File: src/rtl/cfg_lock_pkg.sv
package cfg_lock_pkg;

    typedef enum logic [1:0] {
        TGT_NONE = 2'd0,
        TGT_CFG  = 2'd1,
        TGT_CMD  = 2'd2,
        TGT_STAT = 2'd3
    } tgt_e;

    typedef struct packed {
        logic cfg_wr;
        logic cmd_wr;
        logic stat_wr;
        logic any_acc;
    } bus_evt_t;

    function automatic bus_evt_t classify(input logic wr, input logic rd, input tgt_e tgt);
        bus_evt_t e;
        e.cfg_wr  = wr && (tgt == TGT_CFG);
        e.cmd_wr  = wr && (tgt == TGT_CMD);
        e.stat_wr = wr && (tgt == TGT_STAT);
        e.any_acc = wr || rd;
        return e;
    endfunction

endpackage

File: src/rtl/unlock_tracker.sv
module unlock_tracker
    import cfg_lock_pkg::*;
(
    input  logic     clk,
    input  logic     rst,
    input  bus_evt_t evt,
    output logic     pending
);
    logic pending_nxt;

    always_comb begin
        pending_nxt = pending;
        if (evt.cmd_wr)
            pending_nxt = 1'b1;
        else if (evt.any_acc)
            pending_nxt = 1'b0;
    end

    always_ff @(posedge clk) begin
        if (rst)
            pending <= 1'b0;
        else
            pending <= pending_nxt;
    end
endmodule

File: src/rtl/once_store.sv
module once_store #(
    parameter int              DATA_W    = 8,
    parameter logic [DATA_W-1:0] RESET_VAL = '0
) (
    input  logic              clk,
    input  logic              rst,
    input  logic              try_wr,
    input  logic              unlocked,
    input  logic [DATA_W-1:0] wdata,
    output logic [DATA_W-1:0] value,
    output logic              written
);
    logic accept;

    assign accept = try_wr && unlocked && !written;

    always_ff @(posedge clk) begin
        if (rst) begin
            value   <= RESET_VAL;
            written <= 1'b0;
        end else if (accept) begin
            value   <= wdata;
            written <= 1'b1;
        end
    end
endmodule

File: src/rtl/err_flag.sv
module err_flag (
    input  logic clk,
    input  logic rst,
    input  logic set,
    input  logic clr,
    output logic flag
);
    always_ff @(posedge clk) begin
        if (rst)
            flag <= 1'b0;
        else if (set)
            flag <= 1'b1;
        else if (clr)
            flag <= 1'b0;
    end
endmodule

File: src/rtl/cfg_lock_reg.sv
module cfg_lock_reg
    import cfg_lock_pkg::*;
#(
    parameter int ADDR_W    = 4,
    parameter int DATA_W    = 8,
    parameter int CFG_ADDR  = 0,
    parameter int CMD_ADDR  = 1,
    parameter int STAT_ADDR = 2
) (
    input  logic              clk,
    input  logic              rst,
    input  logic [ADDR_W-1:0] bus_addr,
    input  logic              bus_wr,
    input  logic              bus_rd,
    input  logic [DATA_W-1:0] bus_wdata,
    input  logic              err_clr,
    output logic [DATA_W-1:0] bus_rdata,
    output logic [DATA_W-1:0] cfg_out,
    output logic              prot_err
);
    localparam int          STAT_PAD = DATA_W - 2;
    localparam logic [ADDR_W-1:0] A_CFG  = ADDR_W'(CFG_ADDR);
    localparam logic [ADDR_W-1:0] A_CMD  = ADDR_W'(CMD_ADDR);
    localparam logic [ADDR_W-1:0] A_STAT = ADDR_W'(STAT_ADDR);

    tgt_e     tgt;
    bus_evt_t evt;
    logic     unlock_pend;
    logic     cfg_written;
    logic     violation;
    logic     clear_req;

    always_comb begin
        if (bus_addr == A_CFG)
            tgt = TGT_CFG;
        else if (bus_addr == A_CMD)
            tgt = TGT_CMD;
        else if (bus_addr == A_STAT)
            tgt = TGT_STAT;
        else
            tgt = TGT_NONE;
    end

    assign evt       = classify(bus_wr, bus_rd, tgt);
    assign violation = evt.cfg_wr && !unlock_pend;
    assign clear_req = err_clr || (evt.stat_wr && !bus_wdata[0]);

    unlock_tracker u_unlock (
        .clk     (clk),
        .rst     (rst),
        .evt     (evt),
        .pending (unlock_pend)
    );

    once_store #(
        .DATA_W    (DATA_W),
        .RESET_VAL ('0)
    ) u_store (
        .clk      (clk),
        .rst      (rst),
        .try_wr   (evt.cfg_wr),
        .unlocked (unlock_pend),
        .wdata    (bus_wdata),
        .value    (cfg_out),
        .written  (cfg_written)
    );

    err_flag u_err (
        .clk  (clk),
        .rst  (rst),
        .set  (violation),
        .clr  (clear_req),
        .flag (prot_err)
    );

    always_comb begin
        unique case (tgt)
            TGT_CFG:  bus_rdata = cfg_out;
            TGT_STAT: bus_rdata = {{STAT_PAD{1'b0}}, cfg_written, prot_err};
            default:  bus_rdata = '0;
        endcase
    end
endmodule

File: config.mk
export PLATFORM = sky130hd
export DESIGN_NAME = cfg_lock_reg
export DESIGN_NICKNAME = d
export VERILOG_FILES = /design/src/rtl/cfg_lock_pkg.sv /design/src/rtl/unlock_tracker.sv /design/src/rtl/once_store.sv /design/src/rtl/err_flag.sv /design/src/rtl/cfg_lock_reg.sv
export SDC_FILE = /design/constraint.sdc
export NUM_CORES = 1
export LEC_CHECK = 0
export BUFFER_PORTS_ARGS = -buffer_cell sky130_fd_sc_hd__clkbuf_2
export CORE_UTILIZATION = 25
export DETAILED_ROUTE_END_ITERATION = 8
export SLEW_MARGIN = 20
export SYNTH_ARGS = -nofsm -noshare
export SYNTH_HDL_FRONTEND = slang
export SYNTH_SLANG_ARGS = --single-unit
File: constraint.sdc
create_clock -name clk -period 1.1 [get_ports clk]
set_input_delay 0.22 -clock clk [delete_from_list [all_inputs] [get_ports clk]]
set_output_delay 0.22 -clock clk [all_outputs]
set_load 0.1 [all_outputs]
==> results_dict.tcl <==
set metrics [dict create \
    status "finished with violations" \
    violations "setup timing" \
    wl_per_cell_um 13.1 \
    crit_fanout 6 \
    clock-sinks 11 \
    end_kind "primary output" \
    layout-drive-gt1-share_pct 60.6 \
    p_total_uw 782 \
    dieWidth_um 49.2 \
    grt_pass1_vias 690 \
    clk_pin_slew_worst_paths_ns 0.07 \
    synthArstFlopShare_pct 0 \
    setup_viol 8 \
    fin_ws_ns -0.346 \
    min_path_type "primary input to register" \
    overflow 0 \
    yosysTopAreaCell "dfxtp_1" \
    synth_area_leaders "dfxtp_1, nand3_1, a21oi_1" \
    reg2reg_to "u_store.value[5]" \
    start_kind "primary input" \
    hold_path_startpoint "err_clr" \
    ys_seq_area_share_pct 39.6 \
    use_met3_pct 4.05 \
    synth.net_count 84 \
    r2r_slack_ns 0.07 \
    dp_hpwl_um 1430 \
    cts_root_buf "clkbuf_4" \
    post_drt_via_cell_ratio 4.82 \
    drt-pass1-iter-count 4 \
    synth_top_area_share_pct 39.6 \
    ys_warn_count 0 \
    hold_viol 0 \
    synth_top_flop_cell "dfxtp_1" \
    r2r_cells 4 \
    syn_avg_cell_area_um2 8.31 \
    worst-setup-path-type "primary input to primary output" \
    nets 127 \
    grt_max_degree 13 \
    synth_common_cells "dfxtp_1, nand3_1, a21oi_1, o21ai_1, nor2_1" \
    final.min_clock_period_ns 1.45 \
    leakagePower_nw 0.448 \
    grt-busiest-layer "met2" \
    grtUsageMet2_pct 31.1 \
    cts_buffers 3 \
    slew_violations 0 \
    multi_input_comb_area_um2 329 \
    initial_core_util_pct 27.5 \
    fin_cells 136 \
    worstSetupEndpoint "bus_rdata[6]" \
    critPathLaunch "bus_addr[0]" \
    dp_cells 131 \
    h-tree-depth 1 \
    port-buffer-count 33 \
    die-area_mm2 0.00242 \
    cp.arrival_ns 1.23 \
    synthToLayoutAreaGrowth_pct 105 \
    die_h_um 49.2 \
    pin_count 34 \
    max_freq_mhz 691 \
    core.rowCount 16 \
    maxSlewHeadroom_pct 82.1 \
    synthCells 67 \
    synth.distinct_cells 22 \
    ff_latch_area_um2 240 \
    core_area_mm2 0.00202 \
    fin_tns_setup_ns -2.61 \
    wl_um 1790 \
    synth_most_common_cell "dfxtp_1" \
    drc 0 \
    cts_hold_buffers 0 \
    grt_pass1_wl_um 3030 \
    synth_edf_count 0 \
    antenna_found_initial 0 \
    period_share_pct 131 \
    routabilityCongestion 0.700 \
    pwr_density_cell_mw_per_mm2 685 \
    tritoncts "done" \
    nFillCells 175 \
    antenna_cells 0 \
    grtUsageTotal_pct 17.1 \
    worstReg2RegStart "u_store.written" \
    tightest_slew_ns 0.262 \
    finClkSkew_ns 0.000389 \
    crit_required_ns 0.88 \
    use_met1_pct 16.3 \
    cts.path.max_buffers 2 \
    num_vias 655 \
    syn_area_um2 557 \
    rsz0062_at_grt "true" \
    max_cap_viol_count 0 \
    vdd_drop_max_uv 480 \
    ant_nets 0 \
    ys_ff_latch 11 \
    drt_iter0_markers 15 \
    clock_latency_ns 0.27 \
]
[critical path: stages]
cell    delay (ns)
buf_8         0.09
or3_4         0.39
nor2_4        0.15
and2_2        0.19
buf_12        0.17
[layout make-up]
class | instances | area share, %
sequential | 11 | 21.1
multi-input combinational | 51 | 28.8
clock buffer | 4 | 2.30
timing repair buffer | 42 | 44.5
tap | 27 | 2.96
inverter | 1 | 0.329
[power by group]
part | switching (mW) | internal (mW) | total (mW) | leakage, nW
Clock | 0.142 | 0.141 | 0.283 | 0.0150
Sequential | 0.00111 | 0.392 | 0.393 | 0.0947
Combinational | 0.0534 | 0.0519 | 0.105 | 0.338
[per-stage QoR]
stage / cell area, um2 / worst slack (ns) / utilization (%) / hold WS [ns]
finish: 1140 / -0.346 / 56.4 / 0.123
CTS: 1130 / -0.371 / 55.8 / 0.117
detailed placement: 1080 / -0.440 / 53.3 / 0.414
global route: 1140 / -0.389 / 56.4 / 0.130
floorplan: 598 / -0.347 / - / 0.312
global placement: 1080 / -0.401 / 53.3 / 0.414
[state kept, by name, indices dropped and copies added, names as in the netlist]
register          flops
u_store.value         8
u_err.flag            1
u_unlock.pending      1
u_store.written       1
[routing by layer]
metal | wire length, um | part of all wire, %
met4 | 48 | 2.7
met3 | 84 | 4.7
met2 | 995 | 56
met1 | 659 | 37
met5 | 0 | 0
[worst min path at each step]
stage	to	slack [ns]	cells past startpoint
floorplan	u_err.flag	0.31	1
global placement	u_err.flag	0.41	2
detailed placement	u_err.flag	0.41	2
CTS	u_err.flag	0.12	2
global route	u_err.flag	0.13	2
finish	u_err.flag	0.12	2
[cell usage in the layout, fill, tap and decap left out]
master / n
o21ai_1: 8
or3_4: 1
dfxtp_2: 7
mux2i_1: 2
dfxtp_4: 3
and4bb_1: 1
nor3_2: 1
a31oi_1: 1
clkbuf_1: 1
nor2b_1: 1
nand3_1: 9
and2_4: 2
nor3_1: 1
and2_2: 4
dfxtp_1: 1
o41ai_1: 1
a32oi_1: 1
clkbuf_2: 14
nand4bb_1: 1
buf_8: 1
nor2_4: 3
buf_12: 17
buf_6: 2
nand2_1: 1
inv_1: 1
buf_4: 8
a21oi_1: 8
clkbuf_4: 3
nor2_1: 5
[logic make-up (layout without fill, tap and decap cells)]
group / count (synthesis) / in the layout / synth area share [%]
AO/OA/AOI/OAI: 19 / 19 / 18.7
buffers and inverters: 5 / 47 / 6.74
flip-flops: 11 / 11 / 39.6
multiplexers: 2 / 2 / 3.60
AND/OR/NAND/NOR: 30 / 30 / 31.5
[timing repair]
action	in CTS	in global routing
resized for setup	3	6
buffers inserted	1	0
setup endpoints to repair	8	10
pin swaps	1	4
endpoints found under the hold margin	0	0
Power figures use the tool's default switching activity.
